===== src/rtl/evt_cap_pkg.sv =====
package evt_cap_pkg;
  localparam int CFG_W    = 16;
  localparam int ARM_BIT  = 8;
  localparam int POL_BIT  = 9;
  localparam int SEL_LSB  = 10;
  localparam int SEL_W    = 6;

  typedef struct packed {
    logic             arm;
    logic             rise;
    logic [SEL_W-1:0] sel;
  } evt_cfg_t;

  function automatic evt_cfg_t decode_cfg(input logic [CFG_W-1:0] w);
    evt_cfg_t c;
    c.arm  = w[ARM_BIT];
    c.rise = w[POL_BIT];
    c.sel  = w[SEL_LSB +: SEL_W];
    return c;
  endfunction
endpackage


===== src/rtl/evt_sync_bank.sv =====
module evt_sync_bank #(
  parameter int N_LINES = 64,
  parameter int STAGES  = 2
) (
  input  logic               clk,
  input  logic               rst_n,
  input  logic [N_LINES-1:0] raw_in,
  output logic [N_LINES-1:0] lvl_now,
  output logic [N_LINES-1:0] lvl_prev
);
  localparam int CHAIN = STAGES + 1;

  for (genvar g = 0; g < N_LINES; g++) begin : g_line
    logic [CHAIN-1:0] chain_q;
    always_ff @(posedge clk or negedge rst_n) begin
      if (!rst_n) chain_q <= '0;
      else        chain_q <= {chain_q[CHAIN-2:0], raw_in[g]};
    end
    assign lvl_now[g]  = chain_q[STAGES-1];
    assign lvl_prev[g] = chain_q[STAGES];
  end
endmodule


===== src/rtl/evt_edge_pick.sv =====
module evt_edge_pick
  import evt_cap_pkg::*;
#(
  parameter int N_LINES = 64
) (
  input  logic [N_LINES-1:0] lvl_now,
  input  logic [N_LINES-1:0] lvl_prev,
  input  evt_cfg_t           cfg,
  output logic               fire
);
  logic cur_b, old_b, in_range, rose, fell;

  always_comb begin
    in_range = (32'(cfg.sel) < N_LINES);
    cur_b    = 1'b0;
    old_b    = 1'b0;
    for (int i = 0; i < N_LINES; i++) begin
      if (32'(cfg.sel) == i) begin
        cur_b = lvl_now[i];
        old_b = lvl_prev[i];
      end
    end
    rose = cur_b & ~old_b;
    fell = ~cur_b & old_b;
    fire = cfg.arm & in_range & (cfg.rise ? rose : fell);
  end
endmodule


===== src/rtl/evt_stamp_reg.sv =====
module evt_stamp_reg #(
  parameter int SEC_W = 32,
  parameter int NS_W  = 32
) (
  input  logic                  clk,
  input  logic                  rst_n,
  input  logic                  fire,
  input  logic [SEC_W-1:0]      sec_in,
  input  logic [NS_W-1:0]       nsec_in,
  input  logic                  take,
  output logic [SEC_W+NS_W-1:0] word_q,
  output logic                  held_q
);
  always_ff @(posedge clk or negedge rst_n) begin
    if (!rst_n) begin
      word_q <= '0;
      held_q <= 1'b0;
    end else if (fire) begin
      word_q <= {sec_in, nsec_in};
      held_q <= 1'b1;
    end else if (held_q && take) begin
      held_q <= 1'b0;
    end
  end


  hold_until_taken_chk: assert property (@(posedge clk) disable iff (!rst_n)
    (held_q && !take && !fire) |=> (held_q && $stable(word_q)));


  clear_on_take_chk: assert property (@(posedge clk) disable iff (!rst_n)
    (held_q && take && !fire) |=> !held_q);


  load_on_fire_chk: assert property (@(posedge clk) disable iff (!rst_n)
    fire |=> (held_q && word_q == $past({sec_in, nsec_in})));
endmodule


===== src/rtl/evt_stamp_capture.sv =====
module evt_stamp_capture
  import evt_cap_pkg::*;
#(
  parameter int N_EVT       = 64,
  parameter int SYNC_STAGES = 2,
  parameter int SEC_W       = 32,
  parameter int NS_W        = 32
) (
  input  logic                  clk,
  input  logic                  rst_n,
  input  logic [SEC_W-1:0]      tod_sec,
  input  logic [NS_W-1:0]       tod_nsec,
  input  logic [N_EVT-1:0]      evt_in,
  input  logic [CFG_W-1:0]      cfg_word,
  output logic [SEC_W+NS_W-1:0] cap_data,
  output logic                  cap_valid,
  input  logic                  cap_ready
);
  logic [N_EVT-1:0] lvl_now, lvl_prev;
  evt_cfg_t         cfg;
  logic             fire;

  assign cfg = decode_cfg(cfg_word);

  evt_sync_bank #(.N_LINES(N_EVT), .STAGES(SYNC_STAGES)) u_sync (
    .clk      (clk),
    .rst_n    (rst_n),
    .raw_in   (evt_in),
    .lvl_now  (lvl_now),
    .lvl_prev (lvl_prev)
  );

  evt_edge_pick #(.N_LINES(N_EVT)) u_pick (
    .lvl_now  (lvl_now),
    .lvl_prev (lvl_prev),
    .cfg      (cfg),
    .fire     (fire)
  );

  evt_stamp_reg #(.SEC_W(SEC_W), .NS_W(NS_W)) u_reg (
    .clk     (clk),
    .rst_n   (rst_n),
    .fire    (fire),
    .sec_in  (tod_sec),
    .nsec_in (tod_nsec),
    .take    (cap_ready),
    .word_q  (cap_data),
    .held_q  (cap_valid)
  );


  disarmed_quiet_chk: assert property (@(posedge clk) disable iff (!rst_n)
    (!cfg_word[ARM_BIT] && !cap_valid) |=> !cap_valid);
endmodule


===== config.mk =====
export PLATFORM = sky130hd
export DESIGN_NAME = evt_stamp_capture
export DESIGN_NICKNAME = d
export VERILOG_FILES = /design/src/rtl/evt_cap_pkg.sv /design/src/rtl/evt_sync_bank.sv /design/src/rtl/evt_edge_pick.sv /design/src/rtl/evt_stamp_reg.sv /design/src/rtl/evt_stamp_capture.sv
export SDC_FILE = /design/constraint.sdc
export NUM_CORES = 1
export LEC_CHECK = 0
export ABC_AREA = 1
export BUFFER_PORTS_ARGS = -buffer_cell sky130_fd_sc_hd__clkbuf_2
export CAP_MARGIN = 20
export CELL_PAD_IN_SITES_DETAIL_PLACEMENT = 1
export CELL_PAD_IN_SITES_GLOBAL_PLACEMENT = 2
export CORE_UTILIZATION = 34
export DETAILED_ROUTE_END_ITERATION = 8
export PLACE_DENSITY = 0.82
export SYNTH_ARGS = -nofsm -noshare
export SYNTH_HDL_FRONTEND = slang
export SYNTH_HIERARCHICAL = 1
export SYNTH_SLANG_ARGS = --single-unit
export TNS_END_PERCENT = 50

===== constraint.sdc =====
create_clock -name clk -period 4.1 [get_ports clk]
set_clock_uncertainty 0.1 [all_clocks]
set_input_delay 1.025 -clock clk [delete_from_list [all_inputs] [get_ports clk]]
set_output_delay 1.025 -clock clk [all_outputs]
set_load 0.02 [all_outputs]

==> results of run 1 <==
## worst min-delay path by stage
stage | from | to | slack [ns] | cells past startpoint
6_report | u_sync/g_line[35].chain_q[0] | u_sync/g_line[35].chain_q[1] | 0.24 | 0
5_1_grt | u_sync/g_line[35].chain_q[0] | u_sync/g_line[35].chain_q[1] | 0.24 | 0
4_1_cts | u_sync/g_line[18].chain_q[0] | u_sync/g_line[18].chain_q[1] | 0.24 | 0
3_5_place_dp | u_sync/g_line[47].chain_q[0] | u_sync/g_line[47].chain_q[1] | 0.24 | 0
3_3_place_gp | u_sync/g_line[53].chain_q[0] | u_sync/g_line[53].chain_q[1] | 0.23 | 0
2_1_floorplan | u_sync/g_line[0].chain_q[0] | u_sync/g_line[0].chain_q[1] | 0.23 | 0
## logic make-up after synthesis
logic type	count (synthesis)
simple gates	468
buf+inv	191
flops	257
compound gates	11
## critical path, delay by kind of cell
kind,cells,cell delay (ns)
buf+inv,6,0.76
simple gates,39,3.92
compound gates,1,0.15
## where the power goes
| group | switching, W | leakage (nW) | internal, W |
|---|---|---|---|
| registers | 0.000266 | 3.05 | 0.00295 |
| logic | 0.000966 | 2.61 | 0.000562 |
| clock network | 0.00106 | 0.542 | 0.00186 |
## cells in the mapped netlist (2+ instances only)
library cell,n,area (µm²)
nand2_1,305,1140
buf_4,129,968
nor2_2,7,43.8
clkbuf_8,3,41.3
dfrtp_1,257,6430
nand4_1,36,225
nand3_1,13,65.1
nand3_2,2,20.0
and3_1,7,43.8
nor2_4,3,33.8
and3_2,5,37.5
inv_1,38,143
buf_6,13,146
nand2_2,2,12.5
nor2_1,78,293
a31oi_1,2,12.5
inv_2,7,26.3
o21ai_0,2,10.0
nor3b_1,6,45.0
a21oi_1,5,25.0
## area by class of cell
class	count	share of cell area (%)
clock buffers	37	6.67
clock inverters	16	2.22
inverters	45	1.66
multi-input cells	479	18.0
flip-flops and latches	257	52.0
well taps	378	3.82
repair buffers	282	15.7
## sequential cells by signal, indices dropped and copies added, names as in the netlist
signal and flops:
u_reg/word_q 64, u_reg/held_q 1, u_sync/g_line.chain_q 192
## timing repair
item / CTS / global route
pin swaps: 6 / 12
cloned: 4 / 3
endpoints found under the setup margin: 65 / 65
setup buffers: 8 / 3
resized for setup: 34 / 46
## metrics by stage
| step | TNS [ns] | power [W] | utilization [%] | instances |
|---|---|---|---|---|
| floorplan | -23.28 | 0.00403 | - | 927 |
| global placement | -126.91 | 0.00456 | 38.0 | 1423 |
| finish | -93.15 | 0.00767 | 44.1 | 1494 |
| global route | -129.32 | 0.00805 | 44.1 | 1494 |
| CTS | -91.28 | 0.00766 | 43.1 | 1488 |
| detailed placement | -132.45 | 0.00460 | 38.0 | 1423 |
## metal layers
layer  vias up  part of all wire (%)
li1       3081                     -
met1      3184                    43
met2       187                    48
met3        30                   7.6
met4         2                   1.4
met5         -                 0.051
==> out/metrics.cfg, run 1 <==
[setup_path]
slowest_stage = buf_12
cp-start-kind = input pin
cp.required_ns = 4.43
cp-startpoint = cfg_word[11]
r2r_cells = 42
worstSetupPathType = in -> reg
crit_path_max_incr_delay_ns = 0.17
reg2reg_slack_ns = -1.03
crit_fanout = 19
worst_ep_arrival_time_ns = 5.89
critical_path.endpoint_type = flop
cp-endpoint = u_reg/word_q[20]
r2r-start = u_sync/g_line[1].chain_q[1]
rr_endpoint = u_reg/word_q[20]
crit_top_cell = nand4_1

[placement]
place_ws_ns = -2.06
post_dp_cell_area_um2 = 10700
place_hpwl_mm = 17.2
numPortBuffers = 203
gp_congestion = 0.812

[drt]
post_drt_wl_per_cell_um = 17.0
dr_total_vias = 6484
first_iter_violations = 270
route.detailed.drc = 0
avgViaCountPerCell = 4.34
drt_pass1_iterations = 4
wirelength_mm = 25.4
drtAntennaViolNets = 0

[pwr]
peakVddDrop_v = 0.000359
p_leak_nw = 6.20
p_per_area_nw_per_um2 = 619

[synth]
yosysSeqAreaShare_pct = 65.5
synth-xor-area-share_pct = 0
synth_top_family_by_area = simple AND/OR/NAND/NOR gates
synth_edf_count = 0
synth.distinct_cells = 27
syn_nets = 1074
synthesis.area_um2 = 9820
synthArstFlopShare_pct = 100
ys.warnings.count = 6
synth-compound-area-share_pct = 0.662
synthSimpleGateAreaFrac_pct = 20.3
synth_adder_area_share_pct = 0
synthMuxAreaShare_pct = 0
syn_avg_cell_area_um2 = 10.6
syn_inst = 927
synth_seq_cells = 257
synth-main-ff-cell = dfrtp_1

[timing]
holdWs_ns = 0.236
setup_violations = 65
hold_viol_final = 0
min_period_over_period_pct = 136
period_needed_ns = 5.56
setup_slack_ns = -1.46
slew_viol_final = 0
tightest_slew_ns = 0.595
rsz0062_at_grt = yes
max_freq_mhz = 180
relSlewSlack_pct = 60.3

[global_route]
grt.met2_usage_pct = 28.6
grt.busiest_layer = met2
grtUsageTotal_pct = 17.7
grt_antenna_before_repair = 1
grt_overflow = 0
grt_max_degree = 83
use_met1_pct = 23.0
grt_pass1_wl_mm = 40.0
grt_use_met3_pct = 5.31
grt_pass1_vias = 7140

[die]
start_util_pct = 35.0
std_cell_rows = 61
fp.dieH_um = 172
core_area_um2 = 28100
ios = 212
dieArea_um2 = 29600
die_x_um = 172

[cells_and_area]
design_area_um2 = 12400
area_growth_pct = 26.0
final_cell_mix = 275 x nand2_1, 257 x dfrtp_1, 198 x clkbuf_2
final_common_cell = nand2_1
drive_above_1_share_pct = 35.8
multi_input_area_um2 = 2230
nets = 1241
fillers = 3185
num_antenna_cells = 0
regArea_um2 = 6430

[clock_network]
cts-htree-levels = 1
cts_root_buf = clkbuf_16
tritoncts = built
clock_latency_ns = 0.55
cts_buffers = 29
clock_path_buffers = 3
cts_hold_buf = 0
cts_sinks = 257
clk_pin_slew_ns = 0.06

[job]
cap_violations = 0

[worst_hold_path]
hold_class = reg -> reg

[run_status]
outcome = complete, but fails checks
failed_checks = negative setup slack

Note: power is estimated with default switching activity, not from simulation.
==> inputs of run 2 (changes only) <==
==> constraint.sdc (replaced) <==
create_clock -name clk -period 4.1 [get_ports clk]
set_clock_uncertainty 0.1 [all_clocks]
set_input_delay 0.41 -clock clk [delete_from_list [all_inputs] [get_ports clk]]
set_output_delay 0.41 -clock clk [all_outputs]
set_load 0.02 [all_outputs]
==> run 2 against run 1 <==
Net effect:
- non-clock buffer count is 115 higher
- highest routed layer is now met4
- flip-flop and latch count stayed put
- the flow still finishes with violations (negative setup slack)
- die area stayed put
- setup slack better by 0.55 ns
- critical endpoint is now u_reg/word_q[13]
- clock-buffer cell count is 2 higher
- critical path type unchanged
==> out/metrics.cfg, run 2 (synthesis gave the netlist of run 1 again) <==
[clock_network]
clk_pin_slew_ns = 0.06
cts-htree-levels = 1
clock_latency_ns = 0.53
tritoncts = built
clock_path_buffers = 3
cts_sinks = 257
cts_root_buf = clkbuf_16
cts_buffers = 28

[setup_path]
crit_fanout = 8
reg2reg_slack_ns = -0.91
crit_top_cell = nand4_1
cp-start-kind = input pin
critical_path.endpoint_type = flop
r2r_cells = 42
cp.required_ns = 4.48
crit_path_max_incr_delay_ns = 0.16
r2r-start = u_sync/g_line[0].chain_q[1]
rr_endpoint = u_reg/word_q[13]
worst_ep_arrival_time_ns = 5.39
slowest_stage = a21oi_4
worstSetupPathType = in -> reg

[timing]
period_needed_ns = 5.01
setup_slack_ns = -0.912
rsz0062_at_grt = yes
setup_violations = 65
max_freq_mhz = 200
tightest_slew_ns = 0.881
min_period_over_period_pct = 122
slew_viol_final = 0
relSlewSlack_pct = 41.3
hold_viol_final = 0

[global_route]
grt.busiest_layer = met2
grt_antenna_before_repair = 2
grt_overflow = 0
grt_pass1_wl_mm = 41.2
grtUsageTotal_pct = 18.0
grt_use_met3_pct = 4.05
grt_max_degree = 113
use_met1_pct = 23.1
grt.met2_usage_pct = 30.7
grt_pass1_vias = 7728

[drt]
route.detailed.drc = 0
avgViaCountPerCell = 4.33
drt_pass1_iterations = 4
wirelength_mm = 26.5
drtAntennaViolNets = 0
post_drt_wl_per_cell_um = 16.5
dr_total_vias = 6977
first_iter_violations = 301

[die]
die_x_um = 172
core_area_um2 = 28100
fp.dieH_um = 172
start_util_pct = 35.0
dieArea_um2 = 29600
std_cell_rows = 61
ios = 212

[worst_hold_path]
min_to = u_reg/word_q[43]
whs_path_depth = 3
hold_class = in -> reg
min_from = tod_sec[11]

[cells_and_area]
top_regs = u_sync/g_line.chain_q (192), u_reg/word_q (64), u_reg/held_q (1)
largest-register = u_sync/g_line.chain_q
regArea_um2 = 6430
final_cell_mix = 291 x nand2_1, 257 x dfrtp_1, 201 x clkbuf_2
fin_cells = 1610
area_growth_pct = 34.5
fillers = 3161
multi_input_area_um2 = 2120
largest_reg_flops = 192
nets = 1355
final_common_cell = nand2_1
drive_above_1_share_pct = 29.7

[pwr]
p_leak_nw = 6.58
power.total_w = 0.00739
peakVddDrop_v = 0.000332
p_per_area_nw_per_um2 = 559

[job]
cap_violations = 0

[run_status]
failed_checks = negative setup slack
outcome = complete, but fails checks

[placement]
dp.cells = 1422
gp_congestion = 0.801
numPortBuffers = 203
place_hpwl_mm = 17.2

## run 2: critical path, delay by kind of cell
family / cells / cell delay (ns)
buffers and inverters: 6 / 0.88
AND/OR/NAND/NOR: 39 / 3.93
AO/OA/AOI/OAI: 1 / 0.16
## run 2: worst max-delay path by stage
stage | startpoint | to | slack, ns | cells after the start
4_1_cts | u_sync/g_line[0].chain_q[1] | u_reg/word_q[5] | -0.94 | 42
2_1_floorplan | cfg_word[15] | u_reg/word_q[10] | 0.22 | 42
3_5_place_dp | cfg_word[11] | u_reg/word_q[37] | -1.45 | 46
6_report | cfg_word[10] | u_reg/word_q[13] | -0.91 | 46
3_3_place_gp | cfg_word[11] | u_reg/word_q[19] | -1.42 | 46
5_1_grt | u_sync/g_line[0].chain_q[1] | u_reg/word_q[58] | -1.56 | 42
## run 2: through the flow
step | TNS (ns) | hold WS (ns) | utilization, % | setup WS, ns | instance area, µm²
after floorplan | 0 | 0.0144 | - | 0.224 | 9820
after global placement | -91.53 | 0.233 | 38.1 | -1.42 | 10700
after detailed placement | -92.84 | 0.236 | 38.1 | -1.45 | 10700
after CTS | -58.96 | 0.00557 | 46.2 | -0.943 | 13000
after global routing | -100.30 | 0.0199 | 47.0 | -1.56 | 13200
final | -57.19 | 0.0222 | 47.0 | -0.912 | 13200
## run 2: metal layers
layer,vias up,share of wire [%]
met5,-,0
met2,191,49
met3,40,5.7
li1,3312,-
met1,3434,43
met4,0,2.0
## run 2: what timing repair did
item                                    CTS  global route
buffers inserted                          1             1
resized for setup                         7            19
pin swaps                                 0             5
cloned                                    1             7
hold buffers                            124             0
endpoints found under the setup margin   65            65
endpoints found under the hold margin   231             0
## run 2: area by class of cell
| cell class | instances | share of cell area (%) |
|---|---|---|
| Clock buffer | 39 | 6.16 |
| Multi-Input combinational cell | 479 | 16.0 |
| Inverter | 45 | 1.34 |
| Timing Repair Buffer | 397 | 23.0 |
| Tap cell | 378 | 3.58 |
| Antenna cell | 2 | 0.0379 |
| Sequential cell | 257 | 48.7 |
| Clock inverter | 13 | 1.16 |
## run 2: where the power goes
| part | leakage [nW] | internal, W | switching (W) |
|---|---|---|---|
| Sequential | 3.05 | 0.00295 | 0.000244 |
| Clock | 0.474 | 0.00158 | 0.00102 |
| Combinational | 3.05 | 0.000593 | 0.00101 |
==> inputs of run 3 (changes only) <==
- BUFFER_PORTS_ARGS: -buffer_cell sky130_fd_sc_hd__clkbuf_2 -> -buffer_cell sky130_fd_sc_hd__buf_4
- PLACE_DENSITY: 0.82 -> 0.76
==> run 3 against run 2 <==
Net effect:
- the flow still finishes with violations (negative setup slack)
- first-iteration DRC count up 7.6%
- routed wire length decreased by 1.9%
- design area is 2.8% higher
- non-clock buffer count grew 1
- global-route usage hardly changed
- sequential power is essentially flat
- hold slack improved by 0.21 ns
- register-to-register slack lost 0.09 ns
- cell count is 0.25% lower
- critical endpoint is now u_reg/word_q[35]
==> out/metrics.cfg, run 3 (synthesis gave the netlist of run 1 again) <==
[timing]
holdWs_ns = 0.234
setup_violations = 65
slew_viol_final = 0
hold_viol_final = 0
rsz0062_at_grt = yes
relSlewSlack_pct = 38.0
period_needed_ns = 5.10
tightest_slew_ns = 0.930
min_period_over_period_pct = 125
max_freq_mhz = 196
setup_slack_ns = -1.00

[pwr]
seqPwrFrac_pct = 42.0
p_leak_nw = 6.64
p_int_w = 0.00535
p_per_area_nw_per_um2 = 560
p_clk_share_pct = 34.8
p_sw_share_pct = 29.6
combPwrFrac_pct = 23.2
p_switching_w = 0.00225
peakVddDrop_v = 0.000385

[setup_path]
cp.required_ns = 4.46
worst_ep_arrival_time_ns = 5.47
worstSetupPathType = reg -> reg
crit_fanout = 24
r2r-start = u_sync/g_line[0].chain_q[1]
crit_path_max_incr_delay_ns = 0.38
cp-startpoint = u_sync/g_line[0].chain_q[1]
slowest_stage = dfrtp_1
critical_path.endpoint_type = flop
crit_top_cell = nand4_1
cp-start-kind = flop

[die]
std_cell_rows = 61
die_x_um = 172
dieArea_um2 = 29600
ios = 212
fp.dieH_um = 172
start_util_pct = 35.0
core_area_um2 = 28100

[clock_network]
cts_sinks = 257
cts_buffers = 29
tritoncts = built
cts-htree-levels = 1
clock_latency_ns = 0.55
clk_pin_slew_ns = 0.06
clock_path_buffers = 3
cts_root_buf = clkbuf_16

[worst_hold_path]
hold_class = reg -> reg
min_from = u_sync/g_line[4].chain_q[0]

[cells_and_area]
final_cell_mix = 300 x nand2_1, 259 x buf_4, 257 x dfrtp_1
top_regs = u_sync/g_line.chain_q (192), u_reg/word_q (64), u_reg/held_q (1)
design_area_um2 = 13600
largest-register = u_sync/g_line.chain_q
drive_above_1_share_pct = 28.6
fin_util_pct = 48.3
nets = 1357
final_common_cell = nand2_1
largest_reg_flops = 192
area_growth_pct = 38.2
fillers = 3157
num_antenna_cells = 0

[drt]
first_iter_violations = 324
route.detailed.drc = 0
avgViaCountPerCell = 4.31
wirelength_mm = 26.0
drtAntennaViolNets = 0
dr_total_vias = 6921
post_drt_wl_per_cell_um = 16.2
drt_pass1_iterations = 4

[placement]
place_hpwl_mm = 17.5
numPortBuffers = 203
gp_congestion = 0.786
post_dp_cell_area_um2 = 11200

[run_status]
outcome = complete, but fails checks
failed_checks = negative setup slack

[global_route]
grt_pass1_wl_mm = 41.6
grt.met2_usage_pct = 30.1
grt.busiest_layer = met2
grt_max_degree = 113
grt_pass1_vias = 7737
grtUsageTotal_pct = 18.1
grt_antenna_before_repair = 0
grt_use_met3_pct = 4.53
grt_overflow = 0
use_met1_pct = 23.7

[job]
cap_violations = 0

## run 3: cell count changes in the layout (fill, tap and decap cells not counted), sizes merged
cell,before,now
dlygate4sd3,124,130
bufinv,3,4
diode,2,0
inv,46,45
clkbuf,246,37
buf,66,267
## run 3: area by class of cell
| class | instances | area (µm²) | share of cell area (%) |
|---|---|---|---|
| repair buffers | 398 | 3440 | 25.3 |
| clock buffers | 36 | 802 | 5.91 |
| multi-input cells | 479 | 2080 | 15.3 |
| clock inverters | 13 | 181 | 1.34 |
| flip-flops and latches | 257 | 6430 | 47.4 |
| well taps | 378 | 473 | 3.48 |
| inverters | 45 | 171 | 1.26 |
## run 3: final timing paths
| kind | endpoint | slack, ns | cells past startpoint |
|---|---|---|---|
| setup / recovery | u_reg/word_q[35] | -1.00 | 41 |
| hold / removal | u_sync/g_line[4].chain_q[1] | 0.23 | 0 |
| setup reg to reg | u_reg/word_q[35] | -1.00 | 41 |
| hold reg to reg | u_sync/g_line[4].chain_q[1] | 0.23 | 0 |
| max in group asynchronous | u_sync/g_line[30].chain_q[0] | 2.51 | 3 |
| min in group asynchronous | u_sync/g_line[10].chain_q[0] | 0.40 | 2 |
## run 3: worst max-delay path, delay by kind of cell (launching register included)
kind / cells / cell delay, ns
flops: 1 / 0.38
compound gates: 1 / 0.23
simple gates: 38 / 4.01
buf+inv: 2 / 0.33
## run 3: per-layer routing
layer,routed length [µm],up-vias
met2,12400,189
met4,392,0
li1,-,3308
met3,1650,27
met1,11500,3397
met5,0,-
## run 3: what timing repair did
item                                   in CTS  in global routing
endpoints found under the hold margin     239                  0
gates resized for setup                     6                  4
buffers inserted                            2                  1
setup endpoints to repair                  65                 65
cloned                                      1                  1
hold buffers                              130                  0
## run 3: power groups by stage
stage | clock [W] | sequential, W | combinational (W)
6_report | 0.00265 | 0.00319 | 0.00176
5_1_grt | 0.00283 | 0.00324 | 0.00191
4_1_cts | 0.00273 | 0.00319 | 0.00175
3_5_place_dp | 0 | 0.00322 | 0.00163
3_3_place_gp | 0 | 0.00321 | 0.00160
2_1_floorplan | 0 | 0.00357 | 0.000468
## run 3: through the flow
| stage | setup TNS [ns] | setup WS, ns | instances | total power (W) |
|---|---|---|---|---|
| after floorplan | 0 | 0.224 | 927 | 0.00403 |
| after global placement | -90.17 | -1.42 | 1422 | 0.00481 |
| after detailed placement | -93.37 | -1.47 | 1422 | 0.00485 |
| after CTS | -61.52 | -0.980 | 1604 | 0.00767 |
| after global routing | -96.87 | -1.55 | 1606 | 0.00798 |
| final | -60.94 | -1.00 | 1606 | 0.00760 |
